**src/rtl/dmx_pkg.sv**
```systemverilog
package dmx_pkg;

    localparam int PIN_W      = 4;
    localparam int NUM_CH     = 8;
    localparam int CH_W       = $clog2(NUM_CH);
    localparam int CASCADE_CH = 4;
    localparam int SHARED_PIN = 2;

    typedef logic [CH_W-1:0] chan_t;

    typedef enum logic [1:0] {
        ACK_OFF   = 2'd0,
        ACK_SETUP = 2'd1,
        ACK_ON    = 2'd2
    } ack_state_e;

    typedef struct packed {
        logic  en;
        chan_t code;
    } ack_code_t;

    // channel carried by a pin while the bus clock is low
    function automatic chan_t low_ch(input int p);
        return chan_t'(p);
    endfunction

    // channel carried by a pin while the bus clock is high
    function automatic chan_t high_ch(input int p);
        case (p)
            0:       return chan_t'(5);
            1:       return chan_t'(6);
            3:       return chan_t'(7);
            default: return chan_t'(p);
        endcase
    endfunction

    function automatic logic is_shared(input int p);
        return p != SHARED_PIN;
    endfunction

    function automatic logic grant_ok(input logic v, input chan_t c);
        return v && (c != chan_t'(CASCADE_CH));
    endfunction

endpackage

```
**src/rtl/dmx_req_recover.sv**
```systemverilog
module dmx_req_recover
    import dmx_pkg::*;
(
    input  logic              clk,
    input  logic              rst,
    input  logic              coded_mode_i,
    input  logic              bus_clk_i,
    input  logic [PIN_W-1:0]  pin_i,
    output logic [NUM_CH-1:0] req_o
);

    logic             bclk_q;
    logic [PIN_W-1:0] pin_q;
    logic [PIN_W-1:0] lo_q;
    logic [PIN_W-1:0] hi_q;
    logic             phase_end;

    always_ff @(posedge clk) begin
        if (rst) begin
            bclk_q <= 1'b0;
            pin_q  <= '0;
        end else begin
            bclk_q <= bus_clk_i;
            pin_q  <= pin_i;
        end
    end

    // the bus clock level differs from last cycle: the phase in bclk_q ended
    assign phase_end = coded_mode_i && (bus_clk_i != bclk_q);

    for (genvar p = 0; p < PIN_W; p++) begin : g_pin
        if (is_shared(p)) begin : g_shared
            always_ff @(posedge clk) begin
                if (rst) begin
                    lo_q[p] <= 1'b0;
                    hi_q[p] <= 1'b0;
                end else if (!coded_mode_i) begin
                    lo_q[p] <= pin_i[p];
                    hi_q[p] <= 1'b0;
                end else if (phase_end) begin
                    if (!bclk_q) lo_q[p] <= pin_q[p];
                    else         hi_q[p] <= pin_q[p];
                end
            end
        end else begin : g_plain
            always_ff @(posedge clk) begin
                if (rst) begin
                    lo_q[p] <= 1'b0;
                    hi_q[p] <= 1'b0;
                end else begin
                    lo_q[p] <= pin_i[p];
                    hi_q[p] <= 1'b0;
                end
            end
        end
    end

    always_comb begin
        req_o = '0;
        for (int p = 0; p < PIN_W; p++) begin
            req_o[low_ch(p)] = req_o[low_ch(p)] | lo_q[p];
            if (is_shared(p))
                req_o[high_ch(p)] = req_o[high_ch(p)] | hi_q[p];
        end
        req_o[CASCADE_CH] = 1'b0;
    end

endmodule

```
**src/rtl/dmx_ack_coder.sv**
```systemverilog
module dmx_ack_coder
    import dmx_pkg::*;
(
    input  logic      clk,
    input  logic      rst,
    input  logic      coded_mode_i,
    input  logic      grant_valid_i,
    input  chan_t     grant_ch_i,
    output ack_code_t ack_o
);

    ack_state_e st_q;
    logic       en_q;
    chan_t      code_q;
    logic       tgt_ok;

    assign tgt_ok = grant_ok(grant_valid_i, grant_ch_i);

    always_ff @(posedge clk) begin
        if (rst) begin
            st_q   <= ACK_OFF;
            en_q   <= 1'b0;
            code_q <= '0;
        end else if (!coded_mode_i) begin
            st_q <= ACK_OFF;
            en_q <= 1'b0;
        end else begin
            case (st_q)
                ACK_ON: begin
                    if (!tgt_ok || grant_ch_i != code_q) begin
                        en_q <= 1'b0;
                        st_q <= ACK_OFF;
                    end
                end
                ACK_OFF: begin
                    if (tgt_ok) begin
                        code_q <= grant_ch_i;
                        st_q   <= ACK_SETUP;
                    end
                end
                ACK_SETUP: begin
                    if (tgt_ok && grant_ch_i == code_q) begin
                        en_q <= 1'b1;
                        st_q <= ACK_ON;
                    end else begin
                        st_q <= ACK_OFF;
                    end
                end
                default: begin
                    en_q <= 1'b0;
                    st_q <= ACK_OFF;
                end
            endcase
        end
    end

    assign ack_o.en   = en_q;
    assign ack_o.code = code_q;

endmodule

```
**src/rtl/dmx_ack_direct.sv**
```systemverilog
module dmx_ack_direct
    import dmx_pkg::*;
(
    input  logic             clk,
    input  logic             rst,
    input  logic             grant_valid_i,
    input  chan_t            grant_ch_i,
    output logic [PIN_W-1:0] dack_n_o
);

    logic [PIN_W-1:0] hot;

    always_comb begin
        hot = '0;
        for (int i = 0; i < PIN_W; i++)
            if (grant_valid_i && int'(grant_ch_i) == i) hot[i] = 1'b1;
    end

    always_ff @(posedge clk) begin
        if (rst) dack_n_o <= '1;
        else     dack_n_o <= ~hot;
    end

endmodule

```
**src/rtl/dmx_pin_mux.sv**
```systemverilog
module dmx_pin_mux
    import dmx_pkg::*;
(
    input  logic              clk,
    input  logic              rst,
    input  logic              coded_mode_i,
    input  logic              bus_clk_i,
    input  logic [PIN_W-1:0]  drq_pin_i,
    input  logic              grant_valid_i,
    input  logic [CH_W-1:0]   grant_ch_i,
    output logic [NUM_CH-1:0] req_o,
    output logic [PIN_W-1:0]  dack_n_o
);

    ack_code_t        coded_ack;
    logic [PIN_W-1:0] direct_dack_n;

    dmx_req_recover i_req (
        .clk          (clk),
        .rst          (rst),
        .coded_mode_i (coded_mode_i),
        .bus_clk_i    (bus_clk_i),
        .pin_i        (drq_pin_i),
        .req_o        (req_o)
    );

    dmx_ack_coder i_coder (
        .clk           (clk),
        .rst           (rst),
        .coded_mode_i  (coded_mode_i),
        .grant_valid_i (grant_valid_i),
        .grant_ch_i    (grant_ch_i),
        .ack_o         (coded_ack)
    );

    dmx_ack_direct i_direct (
        .clk           (clk),
        .rst           (rst),
        .grant_valid_i (grant_valid_i),
        .grant_ch_i    (grant_ch_i),
        .dack_n_o      (direct_dack_n)
    );

    // code pins carry the channel number, the top pin the active-low enable
    assign dack_n_o = coded_mode_i ? {~coded_ack.en, coded_ack.code} : direct_dack_n;

endmodule

```
**config.mk**
```make
export PLATFORM = sky130hd
export DESIGN_NAME = dmx_pin_mux
export DESIGN_NICKNAME = d
export VERILOG_FILES = /design/src/rtl/dmx_pkg.sv /design/src/rtl/dmx_req_recover.sv /design/src/rtl/dmx_ack_coder.sv /design/src/rtl/dmx_ack_direct.sv /design/src/rtl/dmx_pin_mux.sv
export SDC_FILE = /design/constraint.sdc
export NUM_CORES = 1
export LEC_CHECK = 0
export ABC_AREA = 0
export BUFFER_PORTS_ARGS = -buffer_cell sky130_fd_sc_hd__clkbuf_2
export CORE_AREA = 2 2 45 47
export DETAILED_ROUTE_END_ITERATION = 12
export DIE_AREA = 0 0 47 49
export MAX_ROUTING_LAYER = met4
export PLACE_DENSITY = 0.74
export SKIP_CTS_REPAIR_TIMING = 1
export SLEW_MARGIN = 20
export SYNTH_ARGS = -nofsm -noshare
export SYNTH_HDL_FRONTEND = slang
export SYNTH_SLANG_ARGS = --single-unit
```
**constraint.sdc**
```tcl
create_clock -name clk -period 1.4 [get_ports clk]
set_clock_uncertainty 0.2 [all_clocks]
set_input_delay 0.14 -clock clk [delete_from_list [all_inputs] [get_ports clk]]
set_output_delay 0.14 -clock clk [all_outputs]
set_load 0.01 [all_outputs]
```
# ---- After elaboration in Yosys (flattened, before gate mapping)
# Cells that the tools add are included.
dict set report op_classes {
  eq_ne 14
  muxes 21
  bitwise_logic 4
  reduce_logical 17
}
# operator count
set ops {}
lappend ops {{$mux 1} 15}
lappend ops {{$ne 2x1->1 const B} 4}
lappend ops {{$logic_and 1x1->1} 7}
lappend ops {{$eq 3x3->1 const B} 2}
lappend ops {{$mux 2} 3}
lappend ops {{$pmux 2 s3} 1}
lappend ops {{$reduce_and 2->1} 3}
lappend ops {{$reduce_and 3->1} 2}
lappend ops {{$mux 4} 1}
lappend ops {{$not 4->4} 1}
lappend ops {{$eq 3x2->1 const B} 1}
lappend ops {{$eq 3x3->1} 1}
lappend ops {{$logic_not 3->1} 1}
lappend ops {{$ne 3x3->1} 1}
lappend ops {{$ne 3x3->1 const B} 1}
lappend ops {{$not 1->1} 3}
lappend ops {{$pmux 1 s3} 1}
lappend ops {{$eq 2x1->1 const B} 1}
lappend ops {{$eq 2x2->1 const B} 1}
lappend ops {{$logic_not 2->1} 1}
lappend ops {{$ne 2x2->1 const B} 1}
lappend ops {{$reduce_or 2->1} 1}
lappend ops {{$logic_not 1->1} 1}
lappend ops {{$logic_or 1x1->1} 1}
lappend ops {{$ne 1x1->1} 1}
dict set report word_totals {
  reg_bits 22
  input_bits 12
  out_inout_bits 12
  wordCells 69
}

# ---- Logic depth before layout (Yosys ltp)
dict set report depth {
  ltp_word 6
  depth_mapped 4
}

# ---- By module
# From an unflattened synthesis, not the netlist that was laid out.
dict set report unflattened {
  hier_cells 82
  hier_area_um2 884.6
}
# mod instances cells_each area_per_inst_um2 seq_area_each_um2
set modules_own_cells {}
lappend modules_own_cells {dmx_req_recover 1 37 400.4 220.2}
lappend modules_own_cells {dmx_ack_coder 1 30 310.3 120.1}
lappend modules_own_cells {dmx_ack_direct 1 10 126.4 80.1}
lappend modules_own_cells {dmx_pin_mux 1 5 47.5 0.0}

# ---- Worst setup path before layout
# OpenSTA, ideal clock, no wires.
dict set report synth_path {
  path_type {reg2reg}
  startpoint {reg i_coder.code_q[2]}
  endpoint {reg i_coder.en_q}
  setup_ns 0.074
  arrival_ns 0.990
  path_slack_ns 0.136
  stages_incl_launch_ff 5
  synth_period_minus_slack_ns 1.264
  path_cell_list {dfxtp_1 -> xor2_1 -> nor3_1 -> nand4b_1 -> a31oi_1}
}
dict set report synth_between {
  elab_chain_len 4
  word_cells_on_any_way 7
}
# item line_no
set synth_lines {}
lappend synth_lines {{from (decl)} dmx_ack_coder.sv:14} ;# chan_t code_q;
lappend synth_lines {{from (signal assigned)} dmx_ack_coder.sv:37} ;# code_q <= grant_ch_i;
lappend synth_lines {{$eq 3x3->1 or $ne 3x3->1 (tied branches)} {dmx_ack_coder.sv:42, dmx_ack_coder.sv:30}}
lappend synth_lines {{$logic_and 1x1->1 or $logic_or 1x1->1 (tied branches)} {dmx_ack_coder.sv:42, dmx_ack_coder.sv:30}}
lappend synth_lines {{$ne 2x1->1 (no source line)} n/a}
lappend synth_lines {{$reduce_and 3->1 (no source line) (*)} n/a}
lappend synth_lines {{to (signal assigned)} dmx_ack_coder.sv:31} ;# en_q <= 1'b0;
lappend synth_lines {{to (signal assigned)} dmx_ack_coder.sv:43} ;# en_q <= 1'b1;
lappend synth_lines {{to (signal assigned)} dmx_ack_coder.sv:50} ;# en_q <= 1'b0;
lappend synth_lines {{to (decl)} dmx_ack_coder.sv:13} ;# logic en_q;
# Mark *: on every way between the ends. The rest lies on a longest branch, timed or not.
# A chain may end at the register's enable or synchronous reset.

# ---- Worst setup path in the final report
dict set report layout_path {
  startpoint {reg i_coder.code_q[0]}
  endpoint {out dack_n_o[0]}
}
dict set report layout_between {
  elab_chain_len 1
}
# item line_no
set layout_lines {}
lappend layout_lines {{$mux 4} dmx_pin_mux.sv:45} ;# assign dack_n_o = coded_mode_i ? {~coded_ack.en, coded_ack.code} : direct_dack_n;
lappend layout_lines {{to (decl)} dmx_pin_mux.sv:12} ;# output logic [PIN_W-1:0] dack_n_o
# Every way passes these cells.

==> results.yml <==
outcome:
  status: "completed"
power:
  p_per_area_mw_per_mm2: 944
  clock_power_share_pct: 26.0
  switchingPower_w: 0.000272
  p_sw_share_pct: 24.8
  p_total_w: 0.00109
  p_leak_nw: 0.521
  peakVddDrop_mv: 0.840
  intPower_w: 0.000823
  p_comb_share_pct: 16.1
  power.share.sequential_pct: 57.8
sta:
  max_freq_mhz: 728
  setup_ws_ns: 0.0266
  fin_tns_setup_ns: 0
  hold_slack_ns: 0.000393
  timing.final.max_slew_violations: 0
  setup_viol: 0
  hold_viol: 0
  layout_min_cycle_time_ns: 1.37
  finalCritPeriodShare_pct: 98.1
yosys:
  ys_types: 25
  yosys.area_share.adder_pct: 0
  yosys.area_share.simple_pct: 23.5
  ys_seq_area_share_pct: 48.8
  syn-cell-area_um2: 861
  syn_area_per_cell_um2: 10.2
  synth_top_family_by_area: "simple AND/OR/NAND/NOR gates"
  yosys_warnings: 0
  ys_ff_latch: 21
  synth_nets: 96
  synth-compound-area-share_pct: 3.92
  synth_mux_area_share_pct: 15.6
  netlist_instances: 84
  synth_xor_area_share_pct: 4.07
global_routing:
  grt_busiest_layer: "met2"
  grt_pass1_vias: 593
  grt_start_max_net_pins: 13
  use_met3_pct: 5.93
  grt_pass1_wl_mm: 2.40
  grtUsageMet2_pct: 25.6
  track_usage_pct: 14.7
  antenna_found_initial: 0
  grt_overflow_total: 0
  met1_usage_pct: 15.2
clock_network:
  clock-root-buffer: "clkbuf_4"
  cts_tree: "built"
  cts_buffer_depth: 2
  htreeDepth: 1
  cts.clk_slew.worst_paths_ns: 0.11
  worstSkewPairLatency_ns: 0.30
  cts_buffers: 3
  cts.sink_count: 21
floorplan:
  die-area_mm2: 0.00230
  num_rows: 16
  die_y_um: 49
  die_w_um: 47
  core-area_mm2: 0.00184
  pin_count: 24
  initial_core_util_pct: 46.7
critical_path:
  r2r-start: "i_coder.code_q[2]"
  r2r-end: "i_coder.en_q"
  worst-r2r-cell-count: 4
  cp_slowest_stage_delay_ns: 0.35
  startpoint: "i_coder.code_q[0]"
  cp_max_fo: 3
  crit_chain: "mux2_4, buf_6"
  ff2ff_setup_slack_ns: 0.09
  crit_slowest_cell: "dfxtp_2"
  crit_required_ns: 1.06
  crit_type: "reg -> out"
  arrival_ns: 1.03
  cp-end-kind: "output pin"
  critPathLaunchType: "register"
placement:
  portBuffers: 22
  hpwl_mm: 1.18
  dp_slack_ns: -0.00597
  place_congestion: 0.734
final_layout:
  drive_above_1_share_pct: 32.8
  num-nets-final: 132
  area_delta_synth_final_pct: 34.7
  diodes: 0
  utilization_pct: 63.0
min_path:
  min_to: "i_direct.dack_n_o[3]"
  hold_start: "grant_ch_i[1]"
  hold_class: "in -> reg"
  whs_path_depth: 3
route:
  drt-pass1-iter-count: 4
  route.detailed.drc: 0
  routed_wl_mm: 1.63
  routedWlPerCell_um: 11.2
  vias: 697
  drt_iter0_markers: 3
  ant_nets: 0
  vias_per_cell: 4.77
run:
  maxCapViolCount: 0
==> worst max-delay path, delay by kind of cell (launching register included) <==
family	cells	cell delay, ns
buf+inv	1	0.12
flops	1	0.35
mux	1	0.26
==> Yosys cell counts <==
library cell / number / area, µm²
xnor2_1: 1 / 8.76
dfxtp_1: 21 / 420
clkbuf_1: 1 / 3.75
nor2b_1: 5 / 31.3
nor2_1: 14 / 52.6
a211oi_1: 3 / 22.5
xor2_1: 3 / 26.3
nand2_1: 2 / 7.51
or3b_4: 1 / 11.3
and2_4: 1 / 8.76
nand4_4: 1 / 21.3
buf_2: 1 / 5.00
nand2b_1: 2 / 12.5
nand4_1: 1 / 6.26
buf_4: 2 / 15.0
a31oi_1: 1 / 6.26
nor3_1: 2 / 10.0
nand3b_1: 1 / 7.51
mux2i_1: 10 / 100
nand4b_1: 3 / 26.3
nor3b_1: 1 / 7.51
inv_1: 2 / 7.51
o21ai_1: 1 / 5.00
conb_1: 1 / 3.75
mux2_2: 3 / 33.8
==> power by group through the flow <==
stage	clock network [W]	logic [W]	registers, W
floorplan	0	0.0000866	0.000648
global placement	0	0.000140	0.000646
detailed placement	0	0.000145	0.000646
CTS	0.000296	0.000145	0.000633
global route	0.000319	0.000195	0.000636
finish	0.000285	0.000177	0.000633
==> flip-flops by register name, summed over array words and instances (netlist names) <==
signal / flops
i_direct.dack_n_o: 4
i_coder.en_q: 1
i_req.req_o: 3
i_coder.code_q: 3
i_req.bclk_q: 1
i_req.pin_q: 4
i_req.hi_q: 3
i_coder.st_q: 2
==> kinds of logic after synthesis <==
| family | after synthesis |
|---|---|
| xor+xnor | 4 |
| compound gates | 5 |
| other cells | 1 |
| buf+inv | 6 |
| flops | 21 |
| mux | 13 |
| simple gates | 34 |
==> cell usage in the layout (no fill, tap or decap), types with 2 or more instances in the layout <==
master,n
dlygate4sd3_1,10
nand2b_1,2
clkbuf_2,20
buf_4,3
xor2_1,3
dfxtp_1,18
nand2_1,2
dfxtp_2,3
mux2i_1,10
mux2_4,2
nor2_1,14
clkbuf_4,3
nand4b_1,3
nor2b_1,5
a211oi_1,3
buf_6,2
inv_1,2
==> how the worst max path moves through the flow <==
stage,slack [ns],endpoint
after floorplan,0.14,i_coder.en_q
after global placement,0.02,i_coder.en_q
after detailed placement,-0.006,i_coder.code_q[0]
after CTS,-0.03,i_coder.en_q
after global routing,-0.004,dack_n_o[0]
final,0.03,dack_n_o[0]
==> cell type report <==
cell class,instances,area (µm²)
multi-input combinational,57,422
sequential,21,424
clock inverter,1,5.00
tap,27,33.8
inverter,2,7.51
clock buffer,3,22.5
timing repair buffer,35,245
fill,168,682
==> routing by layer <==
layer,up-vias,share of wire [%]
li1,357,-
met2,19,52
met5,-,0
met4,0,1.5
met3,4,5.4
met1,317,41
==> stage by stage <==
stage | cells | instance area, µm²
CTS | 136 | 1030
detailed placement | 132 | 1000
global placement | 132 | 1000
floorplan | 84 | 861
finish | 146 | 1160
global route | 146 | 1160
(Power assumes the default switching activity.)
